<file path="config.mk">
export PLATFORM = sky130hd
export DESIGN_NAME = data_addr_unit
export DESIGN_NICKNAME = d
export VERILOG_FILES = /design/src/rtl/dau_pkg.sv /design/src/rtl/dau_direct.sv /design/src/rtl/dau_ptr.sv /design/src/rtl/data_addr_unit.sv
export SDC_FILE = /design/constraint.sdc
export NUM_CORES = 1
export LEC_CHECK = 0
export CELL_PAD_IN_SITES_DETAIL_PLACEMENT = 1
export CELL_PAD_IN_SITES_GLOBAL_PLACEMENT = 2
export CORE_UTILIZATION = 33
export CTS_BUF_LIST = sky130_fd_sc_hd__clkbuf_8
export CTS_CLUSTER_SIZE = 24
export DETAILED_ROUTE_END_ITERATION = 10
export PLACE_DENSITY = 0.81
export SLEW_MARGIN = 20
export SYNTH_ARGS = -nofsm -noshare
export SYNTH_HDL_FRONTEND = slang
export SYNTH_HIERARCHICAL = 1
export SYNTH_SLANG_ARGS = --single-unit
</file>
<file path="constraint.sdc">
create_clock -name clk -period 3.85 [get_ports clk]
set_clock_uncertainty 0.1 [all_clocks]
set_input_delay 0.5775 -clock clk [delete_from_list [all_inputs] [get_ports clk]]
set_output_delay 0.5775 -clock clk [all_outputs]
set_load 0.03 [all_outputs]
</file>
<file path="src/rtl/dau_pkg.sv">
package dau_pkg;

   typedef enum logic [2:0] {
      VM_PLAIN   = 3'd0,
      VM_POSTINC = 3'd1,
      VM_POSTDEC = 3'd2,
      VM_PREINC  = 3'd3,
      VM_PLUSW   = 3'd4
   } vmode_t;

   // offsets below a pointer's plain virtual register
   localparam int HI_OFS    = 5;
   localparam int LO_OFS    = 6;
   localparam int VREG_SPAN = 5;

   function automatic logic is_vreg(input int a, input int top, input int stride, input int n);
      logic r;
      r = 1'b0;
      for (int i = 0; i < n; i++) begin
         if (a <= top - i*stride && a >= top - i*stride - (VREG_SPAN-1)) r = 1'b1;
      end
      return r;
   endfunction

endpackage

</file>
<file path="src/rtl/dau_direct.sv">
module dau_direct #(
   parameter int AW = 12
) (
   input  logic [7:0]    oper_i,
   input  logic          abank_i,
   input  logic [AW-9:0] bank_i,
   output logic [AW-1:0] daddr_o
);
   always_comb begin
      if (abank_i)
         daddr_o = {{(AW-8){oper_i[7]}}, oper_i};
      else
         daddr_o = {bank_i, oper_i};
   end
endmodule

</file>
<file path="src/rtl/dau_ptr.sv">
module dau_ptr
   import dau_pkg::*;
#(
   parameter int AW    = 12,
   parameter int VBASE = 'hFEF
) (
   input  logic          clk,
   input  logic          rst_n,
   input  logic [AW-1:0] daddr_i,
   input  logic          acc_i,
   input  logic          wr_i,
   input  logic [7:0]    wdata_i,
   input  logic [7:0]    w_i,
   input  logic          ld_i,
   input  logic [AW-1:0] ld_val_i,
   output logic          vhit_o,
   output logic [AW-1:0] eaddr_o,
   output logic          hhit_o,
   output logic [7:0]    hrd_o,
   output logic [AW-1:0] ptr_o
);
   localparam logic [AW-1:0] V_TOP = AW'(VBASE);
   localparam logic [AW-1:0] V_BOT = AW'(VBASE - (VREG_SPAN-1));
   localparam logic [AW-1:0] A_HI  = AW'(VBASE - HI_OFS);
   localparam logic [AW-1:0] A_LO  = AW'(VBASE - LO_OFS);
   localparam logic [AW-1:0] ONE   = AW'(1);

   logic [AW-1:0] ptr_q, ptr_d, w_sx;
   logic          hi_hit, lo_hit;
   vmode_t        mode;
   wire           unused_wd = &{1'b0, wdata_i[7:AW-8]};

   assign vhit_o = (daddr_i <= V_TOP) && (daddr_i >= V_BOT);
   assign mode   = vmode_t'(V_TOP[2:0] - daddr_i[2:0]);
   assign hi_hit = (daddr_i == A_HI);
   assign lo_hit = (daddr_i == A_LO);
   assign hhit_o = hi_hit | lo_hit;
   assign w_sx   = {{(AW-8){w_i[7]}}, w_i};
   assign ptr_o  = ptr_q;

   always_comb begin
      case (mode)
         VM_PREINC: eaddr_o = ptr_q + ONE;
         VM_PLUSW:  eaddr_o = ptr_q + w_sx;
         default:   eaddr_o = ptr_q;
      endcase
   end

   always_comb begin
      hrd_o = '0;
      if (hi_hit)      hrd_o[AW-9:0] = ptr_q[AW-1:8];
      else if (lo_hit) hrd_o = ptr_q[7:0];
   end

   always_comb begin
      ptr_d = ptr_q;
      if (acc_i && vhit_o) begin
         case (mode)
            VM_POSTINC, VM_PREINC: ptr_d = ptr_q + ONE;
            VM_POSTDEC:            ptr_d = ptr_q - ONE;
            default:               ptr_d = ptr_q;
         endcase
      end else if (acc_i && wr_i && hi_hit) begin
         ptr_d = {wdata_i[AW-9:0], ptr_q[7:0]};
      end else if (acc_i && wr_i && lo_hit) begin
         ptr_d = {ptr_q[AW-1:8], wdata_i};
      end
      if (ld_i) ptr_d = ld_val_i;
   end

   always_ff @(posedge clk or negedge rst_n) begin
      if (!rst_n) ptr_q <= '0;
      else        ptr_q <= ptr_d;
   end
endmodule

</file>
<file path="src/rtl/data_addr_unit.sv">
module data_addr_unit
   import dau_pkg::*;
#(
   parameter int AW      = 12,
   parameter int NPTR    = 3,
   parameter int VTOP    = 'hFEF,
   parameter int VSTRIDE = 8
) (
   input  logic                   clk,
   input  logic                   rst_n,
   input  logic                   acc_i,
   input  logic                   wr_i,
   input  logic [7:0]             oper_i,
   input  logic                   abank_i,
   input  logic [7:0]             w_i,
   input  logic [7:0]             wdata_i,
   input  logic                   bsel_we_i,
   input  logic [AW-9:0]          bsel_d_i,
   input  logic                   ldptr_i,
   input  logic [$clog2(NPTR)-1:0] ldptr_sel_i,
   input  logic [AW-1:0]          ldptr_val_i,
   output logic [AW-1:0]          addr_o,
   output logic                   null_o,
   output logic                   sfr_hit_o,
   output logic [7:0]             sfr_rdata_o,
   output logic [NPTR*AW-1:0]     ptr_o
);
   localparam int BW     = AW - 8;
   localparam int LOWEST = VTOP - (NPTR-1)*VSTRIDE - LO_OFS;

   if (AW < 9 || AW > 15) begin : g_bad_aw
      $error("data_addr_unit: AW must lie in 9..15");
   end
   if (NPTR < 2) begin : g_bad_nptr
      $error("data_addr_unit: NPTR must be at least 2");
   end
   if (VSTRIDE < LO_OFS + 1) begin : g_bad_stride
      $error("data_addr_unit: VSTRIDE too small for one pointer's registers");
   end
   if (VTOP >= 2**AW || LOWEST < 0) begin : g_bad_vtop
      $error("data_addr_unit: virtual registers fall outside the address space");
   end

   logic [BW-1:0] bank_q;
   logic [AW-1:0] daddr;
   logic [NPTR-1:0] vhit, hhit;
   logic [AW-1:0] eaddr [NPTR];
   logic [7:0]    hrd   [NPTR];

   always_ff @(posedge clk or negedge rst_n) begin
      if (!rst_n)         bank_q <= '0;
      else if (bsel_we_i) bank_q <= bsel_d_i;
   end

   dau_direct #(.AW(AW)) i_direct (
      .oper_i  (oper_i),
      .abank_i (abank_i),
      .bank_i  (bank_q),
      .daddr_o (daddr)
   );

   for (genvar k = 0; k < NPTR; k++) begin : g_ptr
      dau_ptr #(.AW(AW), .VBASE(VTOP - k*VSTRIDE)) i_ptr (
         .clk      (clk),
         .rst_n    (rst_n),
         .daddr_i  (daddr),
         .acc_i    (acc_i),
         .wr_i     (wr_i),
         .wdata_i  (wdata_i),
         .w_i      (w_i),
         .ld_i     (ldptr_i && (int'(ldptr_sel_i) == k)),
         .ld_val_i (ldptr_val_i),
         .vhit_o   (vhit[k]),
         .eaddr_o  (eaddr[k]),
         .hhit_o   (hhit[k]),
         .hrd_o    (hrd[k]),
         .ptr_o    (ptr_o[k*AW +: AW])
      );
   end

   always_comb begin
      addr_o      = daddr;
      sfr_rdata_o = '0;
      for (int k = 0; k < NPTR; k++) begin
         if (vhit[k]) addr_o = eaddr[k];
         sfr_rdata_o = sfr_rdata_o | hrd[k];
      end
   end

   assign sfr_hit_o = |hhit;
   assign null_o    = (|vhit) && is_vreg(int'(addr_o), VTOP, VSTRIDE, NPTR);
endmodule

</file>
==> reports/results.ini <==
[status]
outcome = finished with violations
violations = negative setup slack

[power_and_ir_drop]
pwr-share-clk = 0.099
power.density_nw_per_um2 = 283
net-switching-power_mw = 1.59
switching_share = 0.493
seqPwrFrac = 0.177
p_int_mw = 1.63
leakagePower_nw = 4.66
ir_worst_vdd_mv = 0.126
combPwrFrac = 0.723

[timing]
hold-worst-slack_ns = 0.139
finalSetupViolCount = 3
layout_setup_ws_ns = -0.184
tightest_slew_ns = 0.758
report.final.slew_viol_count = 0
rsz0062_at_grt = yes
clock.fmax_mhz = 248
fin_crit_ns = 4.03
final-hold-violation-count = 0
period_share = 1.05
relSlewSlack = 0.495

[grt]
grt_max_degree = 41
antenna_found_initial = 2
grt_pass1_wl_um = 59500
track_usage = 0.331
overflow = 0
grt_pass1_vias = 9815

[route]
ant_nets = 0
finalWirelength_um = 40400
vias = 9924
post-route-drc-count = 0
drt_iter0_markers = 704
wl_per_cell_um = 25.3
dr.pass1.iters = 6
via_per_inst = 6.21

[logic_synthesis]
yosysMostFrequentCell = nor2_1
synthTopCellsByCount = nor2_1, nand2_1, o21ai_0
synth_compound_area_frac = 0.300
synthArstFlopShare = 1.00
synth_warnings = 6
synth_seq_area_share = 0.131
syn_avg_cell_area_um2 = 7.49
ys_types = 102
synth_edf_count = 0
synth_top_family_by_area = simple AND/OR/NAND/NOR gates
synthTopCellsByArea = dfrtp_1, ha_1, o21ai_0
synth_mux_area_frac = 0.0517
synth-adder-area-share = 0.0717
synth_top_area_share = 0.131
synth_area_um2 = 7650
synth_xor_area_frac = 0.0527
ys_ff_latch = 40
syn-num-nets = 1112
synth_cells = 1021
synth_area_leader_cell = dfrtp_1
synth_simple_gate_area_frac = 0.326
synth_flop_cell = dfrtp_1

[worst_setup_path]
critPathLaunchType = flop
endpoint_kind = output pin
path_cells = ha_4 -> a211oi_2 -> nor2_1 -> or2_2 -> a21oi_2 -> xor2_1 -> o21ai_1 -> mux2i_2 -> o21ai_2 -> mux2_4 -> mux2_4 -> nor4_4 -> buf_4
crit_required_ns = 3.17
cp_slowest_stage_delay_ns = 0.46
arrival_ns = 3.36
cp_max_fo = 2
reg2reg_depth = 9
path_common_cell = mux2_4
crit_slowest_cell = dfrtp_2
path_class = flop to output pin

[clock_tree]
clockBufferDepth = 2
cts.sinks = 40
clk_latency_ns = 0.33
clkTransAtPathRegs_ns = 0.10
numCtsBuffers = 5
cts_root_buffer = clkbuf_8
cts_max_level = 2
cts_tree = built
hold_buffers = 0

[layout]
final_area_um2 = 11400
syn_to_final_growth_pct = 48.5
nets = 1401
layout-drive-gt1-share = 0.345

[placed_design]
place_congestion = 0.986
port_buffers = 106
placed_area_um2 = 10500
hpwl_um = 31400
place_ws_ns = -0.815

[floorplan]
fp.dieW_um = 154
core.rowCount = 55
die_h_um = 154
dieArea_um2 = 23800
start_util = 0.337
ios = 107
core-area_um2 = 22700

[job]
cap_violations = 0

[min_path]
hold_path.class = input port to async pin

-- metrics by stage --
stage | utilization | setup TNS (ns) | total power [mW] | cells
after floorplan | - | -0.304 | 1.65 | 1021
after CTS | 0.488 | -0.327 | 3.09 | 1585
after global placement | 0.464 | -6.43 | 2.57 | 1567
final | 0.500 | -0.320 | 3.22 | 1597
after global routing | 0.500 | -0.614 | 3.37 | 1596
after detailed placement | 0.464 | -7.21 | 2.61 | 1567
-- final cells by class --
cell class,count,area (um2)
clock inverters,3,16.3
flip-flops and latches,40,1000
fillers,2749,11400
multi-input cells,873,6750
well taps,285,357
clock buffers,5,68.8
inverters,29,111
repair buffers,361,3050
diodes,1,2.50
-- worst paths after layout --
path | startpoint | slack [ns] | end
max reg2reg | g_ptr[1].i_ptr/ptr_o[0] | 1.25 | g_ptr[1].i_ptr/ptr_o[8]
max in group asynchronous | rst_n | 3.02 | g_ptr[0].i_ptr/ptr_o[1]
max | g_ptr[0].i_ptr/ptr_o[1] | -0.18 | null_o
min | rst_n | 0.14 | bank_q[0]
min in group clk | bank_q[0] | 0.42 | bank_q[0]
min reg2reg | bank_q[0] | 0.42 | bank_q[0]
-- power groups by stage --
stage / combinational [mW] / sequential [mW] / clock (mW)
global placement: 2.01 / 0.564 / 0
detailed placement: 2.05 / 0.565 / 0
floorplan: 0.975 / 0.680 / 0
global route: 2.45 / 0.574 / 0.343
CTS: 2.20 / 0.565 / 0.328
finish: 2.33 / 0.570 / 0.319
-- per-layer routing --
layer	share of wire	global-route usage	vias up	routed length (um)
met2	0.46	0.545	417	18700
met1	0.44	0.452	4963	17900
li1	-	-	4484	-
met5	0.00032	0	-	13
met3	0.066	0.0361	58	2690
met4	0.029	0.108	2	1180
-- timing repair --
item                                    CTS  global route
resized for setup                       129            50
endpoints found under the setup margin   18             7
setup buffers                             9            13
cloned                                    1             0
pin swaps                                32            44
-- cells by family (layout without fill, tap and decap cells) --
family | after synthesis | count (layout)
adder cells (fa/ha/maj) | 42 | 42
AND/OR/NAND/NOR | 414 | 414
other | 0 | 1
buffers and inverters | 108 | 398
XOR/XNOR | 46 | 46
flip-flops | 40 | 40
AO/OA/AOI/OAI | 333 | 333
multiplexers | 38 | 38
-- sequential cells by signal, indices dropped and copies added, names as in the netlist --
register	cells
g_ptr.i_ptr/ptr_o	36
bank_q	4
-- placed cells by master (no fill, tap or decap), types with 11 or more instances in the layout --
cell	Yosys	final
a21o_1	11	11
a21oi_1	52	40
a21oi_2	4	13
a22oi_1	12	12
a31oi_1	14	14
and2_1	18	18
buf_4	15	253
buf_6	3	14
clkdlybuf4s50_1	0	70
dfrtp_1	40	37
ha_1	39	22
ha_4	0	12
inv_1	27	25
mux2i_1	26	17
nand2_1	77	74
nand2b_1	15	15
nand3_1	39	35
nand4_1	14	14
nor2_1	80	74
nor3_1	30	27
o21ai_0	69	57
o21ai_1	17	21
o22ai_1	14	13
o31ai_1	12	11
or3_1	19	17
xnor2_1	27	27
xor2_1	19	17
-- worst max-delay path: cells and delay by family, from the launching register on --
family	cells	cell delay [ns]
flops	1	0.46
simple gates	3	0.52
xor+xnor	1	0.16
fa+ha+maj	1	0.26
compound gates	4	0.58
mux	3	0.85
buf+inv	1	0.20
Power figures use the tool's default switching activity.
